--- config.mk ---
export PLATFORM = sky130hd
export DESIGN_NAME = iack_arbiter
export DESIGN_NICKNAME = d
export VERILOG_FILES = /design/src/rtl/iack_arbiter.sv
export SDC_FILE = /design/constraint.sdc
export NUM_CORES = 1
export LEC_CHECK = 0
export CAP_MARGIN = 20
export CORE_UTILIZATION = 58
export DETAILED_ROUTE_END_ITERATION = 16
export DONT_BUFFER_PORTS = 1
export PLACE_DENSITY = 0.88
export SYNTH_ARGS = -nofsm -noshare
export SYNTH_HDL_FRONTEND = slang
export SYNTH_SLANG_ARGS = --single-unit
--- constraint.sdc ---
create_clock -name clk -period 6.8 [get_ports clk]
set_clock_uncertainty 0.1 [all_clocks]
set_input_delay 0.34 -clock clk [delete_from_list [all_inputs] [get_ports clk]]
set_output_delay 0.34 -clock clk [all_outputs]
set_load 0.05 [all_outputs]
--- src/rtl/iack_arbiter.sv ---
module iack_arbiter #(
  parameter int NMOD = 3,
  parameter int TIMEOUT = 64,
  localparam int IDXW = $clog2(NMOD + 1),
  localparam int CW = $clog2(TIMEOUT) + 1
) (
  input  logic              clk,
  input  logic              rst_n,
  input  logic              cfg_we,
  input  logic [IDXW-1:0]   cfg_idx,
  input  logic [3:0]        cfg_arb,
  input  logic              cyc_start,
  input  logic [2:0]        fc,
  input  logic [2:0]        ack_lvl,
  input  logic [3*NMOD-1:0] mod_lvl,
  input  logic [8*NMOD-1:0] mod_vec,
  input  logic [2:0]        pit_lvl,
  input  logic [7:0]        pit_vec,
  input  logic [2:0]        irq_lvl,
  input  logic              cs_en,
  input  logic [2:0]        cs_lvl,
  input  logic              ext_dsack,
  input  logic              ext_avec,
  input  logic [7:0]        ext_data,
  output logic              ext_req,
  output logic              done,
  output logic [7:0]        vec_out,
  output logic              berr,
  output logic              spurious,
  output logic              dup_err
);

  logic [3:0]      arb [NMOD+1];
  logic            fwd;
  logic [2:0]      lvl;
  logic [CW-1:0]   cnt;
  logic [3:0]      best;
  logic [IDXW:0]   nbest;
  logic            sim_win;
  logic [7:0]      win_vec;

  wire sim_req = (ack_lvl != 3'd0) && (pit_lvl == ack_lvl || irq_lvl == ack_lvl);
  wire pit_hit = (ack_lvl != 3'd0) && (pit_lvl == ack_lvl);
  wire start   = cyc_start && fc == 3'b111 && !fwd;
  wire cs_hit  = cs_en && cs_lvl == lvl;
  wire [7:0] autovec = 8'd24 + {5'd0, lvl};

  always_comb begin
    best = 4'd0;
    nbest = '0;
    sim_win = 1'b0;
    win_vec = 8'd0;
    for (int i = 0; i <= NMOD; i++) begin
      logic rq;
      if (i == 0) rq = sim_req;
      else        rq = (ack_lvl != 3'd0) && (mod_lvl[3*(i-1) +: 3] == ack_lvl);
      if (rq && arb[i] != 4'd0) begin
        if (arb[i] > best) begin
          best = arb[i];
          nbest = 1;
          sim_win = (i == 0);
          win_vec = (i == 0) ? pit_vec : mod_vec[8*((i > 0) ? i-1 : 0) +: 8];
        end else if (arb[i] == best) begin
          nbest = nbest + 1'b1;
        end
      end
    end
  end

  always_ff @(posedge clk or negedge rst_n) begin
    if (!rst_n) begin
      for (int i = 0; i <= NMOD; i++) arb[i] <= (i == 0) ? 4'hF : 4'h0;
    end else if (cfg_we && int'(cfg_idx) <= NMOD) begin
      arb[cfg_idx] <= cfg_arb;
    end
  end

  always_ff @(posedge clk or negedge rst_n) begin
    if (!rst_n) begin
      fwd <= 1'b0; lvl <= 3'd0; cnt <= '0;
      done <= 1'b0; vec_out <= 8'd0; berr <= 1'b0; spurious <= 1'b0; dup_err <= 1'b0;
    end else begin
      done <= 1'b0; berr <= 1'b0; spurious <= 1'b0; dup_err <= 1'b0;
      if (start) begin
        if (nbest == 0) begin
          done <= 1'b1; berr <= 1'b1; vec_out <= 8'd0;
        end else if (nbest > 1) begin
          done <= 1'b1; berr <= 1'b1; dup_err <= 1'b1; vec_out <= 8'd0;
        end else if (sim_win && !pit_hit) begin
          fwd <= 1'b1; lvl <= ack_lvl; cnt <= '0;
        end else begin
          done <= 1'b1; vec_out <= win_vec;
        end
      end else if (fwd) begin
        if (ext_dsack) begin
          fwd <= 1'b0; done <= 1'b1; vec_out <= ext_data;
        end else if (ext_avec || cs_hit) begin
          fwd <= 1'b0; done <= 1'b1; vec_out <= autovec;
        end else if (cnt == CW'(TIMEOUT - 1)) begin
          fwd <= 1'b0; done <= 1'b1; berr <= 1'b1; spurious <= 1'b1; vec_out <= 8'd24;
        end else begin
          cnt <= cnt + 1'b1;
        end
      end
    end
  end

  assign ext_req = fwd;

  a_r2_berr_with_done: assert property (@(posedge clk) disable iff (!rst_n) berr |-> done);
  a_r4_dup_is_berr: assert property (@(posedge clk) disable iff (!rst_n) dup_err |-> berr && !spurious);
  a_r8_spurious_vec: assert property (@(posedge clk) disable iff (!rst_n) spurious |-> berr && vec_out == 8'd24);
  a_r6_fwd_ends_done: assert property (@(posedge clk) disable iff (!rst_n) $fell(ext_req) |-> done);
  a_r10_no_restart: assert property (@(posedge clk) disable iff (!rst_n) ext_req |=> (ext_req || done));

endmodule

Word-level counts from Yosys, hierarchy flattened:

Index checks and enable logic that the tools add are counted.

* bits in latches: 0
* input bits: 77
* memories: 0
* bits in registers: 39
* bits in writable memories: 0
* bits in read-only memories: 0
* logic and storage cells: 154

* shift-type cells: 0
* bitwise logic cells: 3
* reduce and logical (&&, ||, !) cells: 31
* eq/ne operators: 18
* divide/modulo/power cells: 0
* mux-type cells: 78
* order comparisons: 7
* multipliers: 0
* $add $sub $neg: 5

Operator list (number)
* $mux W8: 16
* $mux W7: 8
* $mux W1: 35
* $mux W3: 10
* $mux W4: 7
* $reduce_bool A4 Y1: 5
* $eq A3 B3 Y1: 6
* $bwmux W16: 1
* $logic_and A1 B1 Y1: 14
* $eq A4 B4 Y1: 3
* $gt A4 B4 Y1: 3
* $add A3 B1 Y3 const B: 3
* $demux W4 S2: 1
* $ne A2 B2 Y1 const B: 4
* $add A7 B1 Y7 const B: 1
* $eq A7 B6 Y1 const B: 1
* $reduce_and A7 Y1: 1
* $add A5 B3 Y6 const A: 1
* $reduce_and A3 Y1: 2
* $gt A4 B1 Y1 const B: 1
* $logic_not A4 Y1: 1
* $ne A2 B1 Y1 const B: 2
* $ne A4 B4 Y1 const B: 1
* $reduce_and A4 Y1: 1
* other kinds (11): 14

Logic depth before layout (Yosys ltp):

* depth in word-level cells: 21
* gate-level depth with buffers: 33
* gate-level depth less buffers: 28

Worst setup path after synthesis:

No wires, ideal clock.

* kind: in2reg
* from: in ack_lvl[1]
* to: reg cnt[3]
* buffers on the path: 4
* cell stages on the path: 27
* data required time: 6.622 ns
* arrival time: 6.428 ns
* slack: 0.195 ns
* cells stage by stage: buf_2 -> xnor2_1 -> nand3_1 -> a211oi_1 -> clkbuf_1 -> nand2_1 -> ha_1 -> and4_1 -> a21oi_1 -> and2_0 -> clkbuf_1 -> nor2_1 -> a21oi_1 -> ha_1 -> a21oi_1 -> o21ai_0 -> nand3_1 -> clkbuf_1 -> mux2_2 -> ha_1 -> nand4_1 -> or2_4 -> or4b_4 -> o21ai_4 -> a41oi_4 -> or4_1 -> a21boi_1

* word-level cells in the longest chain between the ends: 20
* elaborated cells between the ends (all ways): 55

RTL lines
* from (decl): line 14 `input logic [2:0] ack_lvl,`
* $eq A3 B3 Y1, on equally long branches: line 42, 43
* $logic_or A1 B1 Y1: line 42 `wire sim_req = (ack_lvl != 3'd0) && (pit_lvl == ack_lvl || irq_lvl == ack_lvl);`
* $logic_and A1 B1 Y1: line 42
* $logic_and A1 B1 Y1: line 57 `if (rq && arb[i] != 4'd0) begin`
* $mux W3 / $mux W4 (equally long branches): line 57
* $add A3 B1 Y3 / $eq A4 B4 Y1 (equally long branches): line 64, 63
* $mux W3: line 63 `end else if (arb[i] == best) begin`
* $mux W3: line 58 `if (arb[i] > best) begin`
* [4 not listed]
* $mux W3: line 57
* $add A3 B1 Y3: line 64 `nbest = nbest + 1'b1;`
* $mux W3: line 63
* $mux W3: line 58
* $mux W3: line 57
* $gt A3 B1 Y1 / $logic_not A3 Y1 (equally long branches): line 87, 85
* $ne A2 B2 Y1 (no source line)
* $reduce_and A7 Y1 (no source line) (*)
* to (signal assigned): line 102 `cnt <= cnt + 1'b1;`
* to (decl): line 36 `logic [CW-1:0] cnt;`

Every way passes the cells marked *; elsewhere a longest branch is shown, timed or not.
A chain may end at the register's enable or synchronous reset.

Worst setup path after layout:

* from: reg arb[14] in the netlist's numbering
* to: reg cnt[4]

* word-level cells in the longest chain between the ends: 19
* elaborated cells between the ends (all ways): 46

RTL lines
* from (decl): line 33 `logic [3:0] arb [NMOD+1];`
* from (signal, indexed assignment): line 74 `arb[cfg_idx] <= cfg_arb;`
* branches (longest 18 deep; another with $gt A4 B1 Y1)
* $reduce_and A7 Y1 (no source line) (*)

Mark *: on every way between the ends.

==> metrics <==
status finished clean; critical path endpoint category flop; HPWL after DPL 5540 µm; commonest register cell after synthesis dfrtp_1; leading post-synthesis cells by cell area dfrtp_1 (30%), mux2_2 (7.6%), ha_1 (6.8%); Post-synth top cells nand2_1 (46), dfrtp_1 (35), nand3_1 (26), nor2_1 (24), o21ai_0 (24); CP Class flop to flop; Final TNS setup 0 ps; PwrDens 278.1 mW/mm²; Cell variety after synth 61; top-count cell post-synth nand2_1; startpoint types flop; antenna viol nets, final 0; CTS root buf clkbuf_8; Hold WC Path Type input port to flop; Seq cells post-synth 39; share of cells above drive strength 1 17.56%; measured slew at the worst slew-check pin 772.0 ps; final setup fails 0; FFs w/ async S/R, synth 100.0%; critical path peak fanout 23; Overall Global Routing Usage 26.10%; htree depth 2; Yosys Warn Count 0; Synth Area in XOR/XNOR 4.432%; number of I/O pins 90; Worst-Skew Late Latency 290 ps; post-synthesis instance total 336; largest net degree at the start of global routing 40; vias post-DR 2576; Starting DRT DRC Count 118; GP Congestion 0.8979; compound-cell area share of the yosys netlist 20.26%; antenna violations before repair 0; CTS tree yes; # nets final 428; most used cell, CP a21oi_1; Tmin final 6215 ps; Layout area overhead 5.488%; crit path from arb[14]; fin crit share 91.40%; placed cell count 393; RR Startpoint arb[14]; Ant. Diodes 0; Cell Area, Synth 0.002964 mm²; Setup crit end cnt[4]; Die Y 73.49 µm; Rows 25; DR vias/cell 6.392; Synth Area in Simple Gates 23.05%; Non-Filler Instances 403; Peak supply drop 0.1764 mV; unrepaired setup endpoints after global routing no; worst hold stages 1; Crit path depth 28; first-pass GRT wire length 10780 µm; delay-heaviest family, CP simple AND/OR/NAND/NOR gates; Post-synth EDFFs 0; FF-to-FF setup slack 580 ps; CP arrival 6330 ps; Max-cap violations 0; drt wl/cell 17.05 µm; max_slew headroom 48.53%; syn avg cell area 8.822 µm²; RR Endpoint cnt[4]; critical path required time 6910 ps; Remaining DRCs 0; Hold Vio Cnt, Final 0; Core ar. 0.004817 mm²; Routed Wire Length 6870 µm; Lkg Pwr 0.001299 µW; DRT Pass-1 Iters 4; number of buffers added on ports 0; Post-Syn Nets 429; CP max stage delay 560 ps; post-synth top area share 29.55%; largest family of logic cells by synthesized area simple AND/OR/NAND/NOR gates; cts bufs inserted 5; Slew Limit Fails 0; Seq/Total Area, Yosys 33.09%; CTS sink count 39; clk buf depth 2; Critical path buffers and inverters 3; multiplexer share of the synthesized area 8.611%; worst r2r path cells 28; Initial Util 61.53%; critical path's slowest cell dfstp_2; total global routing overflow 0; Die ar. 0.005400 mm²; Max Clock Freq 160.9 MHz; largest area contributor in the netlist dfrtp_1; Post-Synth Adder-Cell Area 6.754%; clock slew at reported path FFs 80 ps; die width 73.49 µm; vias in the first global route 2301
## cell type report
class / instances / area, µm²
fill: 397 / 1690
clock buffer: 6 / 72.57
timing repair buffer: 6 / 60.06
sequential: 39 / 980.9
multi-input combinational: 272 / 1876
tap: 67 / 83.83
clock inverter: 2 / 12.51
inverter: 11 / 41.29
## worst reg2reg max path: cells and delay by family, from the launching register on
kind	cells	cell delay, ps
fa+ha+maj	3	890
buf+inv	3	500
simple gates	10	2040
compound gates	12	2040
flops	1	560
## cell families after synthesis
family	Yosys count
muxes	23
buffers and inverters	25
and+or+nand+nor	136
AOI/OAI and AO/OA	82
xor gates and xnor gates	15
DFF	39
adders and majority gates	16
## where the power goes
group | switching, µW | total (µW) | internal, µW
combinational | 138 | 269 | 131
clock | 80.5 | 152 | 71.6
sequential | 156 | 448 | 292
total | 374 | 869 | 495
## per-stage QoR
| step | hold WS [ps] | instance area, µm² | total power (µW) | utilization [%] | setup WS, ps |
|---|---|---|---|---|---|
| floorplan | -55.59 | 2964 | 653.5 | - | 194.7 |
| global placement | -54.31 | 3007 | 700.1 | 62.42 | 608.9 |
| detailed placement | -54.52 | 3007 | 712.7 | 62.42 | 348.7 |
| CTS | 88.92 | 3122 | 870.5 | 64.81 | 403.4 |
| global route | 78.77 | 3127 | 925.1 | 64.91 | 17.48 |
| finish | 90.24 | 3127 | 869.5 | 64.91 | 584.9 |
## state kept, by name (all words and copies together) (netlist names)
signal / count
dup_err: 1
spurious: 1
cnt: 7
done: 1
vec_out: 8
lvl: 3
berr: 1
ext_req: 1
arb: 16
## worst min-delay path by stage
stage,start,slack [ps],end
5_1_grt,ack_lvl[1],80,lvl[1]
6_report,cfg_arb[0],90,arb[8]
3_5_place_dp,rst_n,-50,arb[4]
3_3_place_gp,rst_n,-50,arb[2]
2_1_floorplan,rst_n,-60,arb[0]
4_1_cts,cfg_arb[1],90,arb[5]
## routing by layer
layer  track usage, %  part of all wire [%]
met3            7.270                   7.0
met4            7.051                   1.7
met5                0                     0
met2            42.81                    47
met1            33.83                    45
## cell usage in the layout (no fill, tap or decap), drive strengths merged, types with 5 or more instances in the layout
master    n
nand3    26
inv      10
a21oi    11
and3      5
a2bb2oi   8
nand2    47
xnor2    11
ha       16
nor3      5
a31o      9
buf       5
mux2     20
clkbuf    6
o21ai    28
dfrtp    35
nor2     24
## repair_timing
action | CTS | global route
endpoints found under the setup margin | 0 | 4
hold buffers | 2 | 0
hold endpoints to repair | 39 | 0
buffers inserted | 0 | 0
resized for setup | 0 | 1
Power figures use the tool's default switching activity.
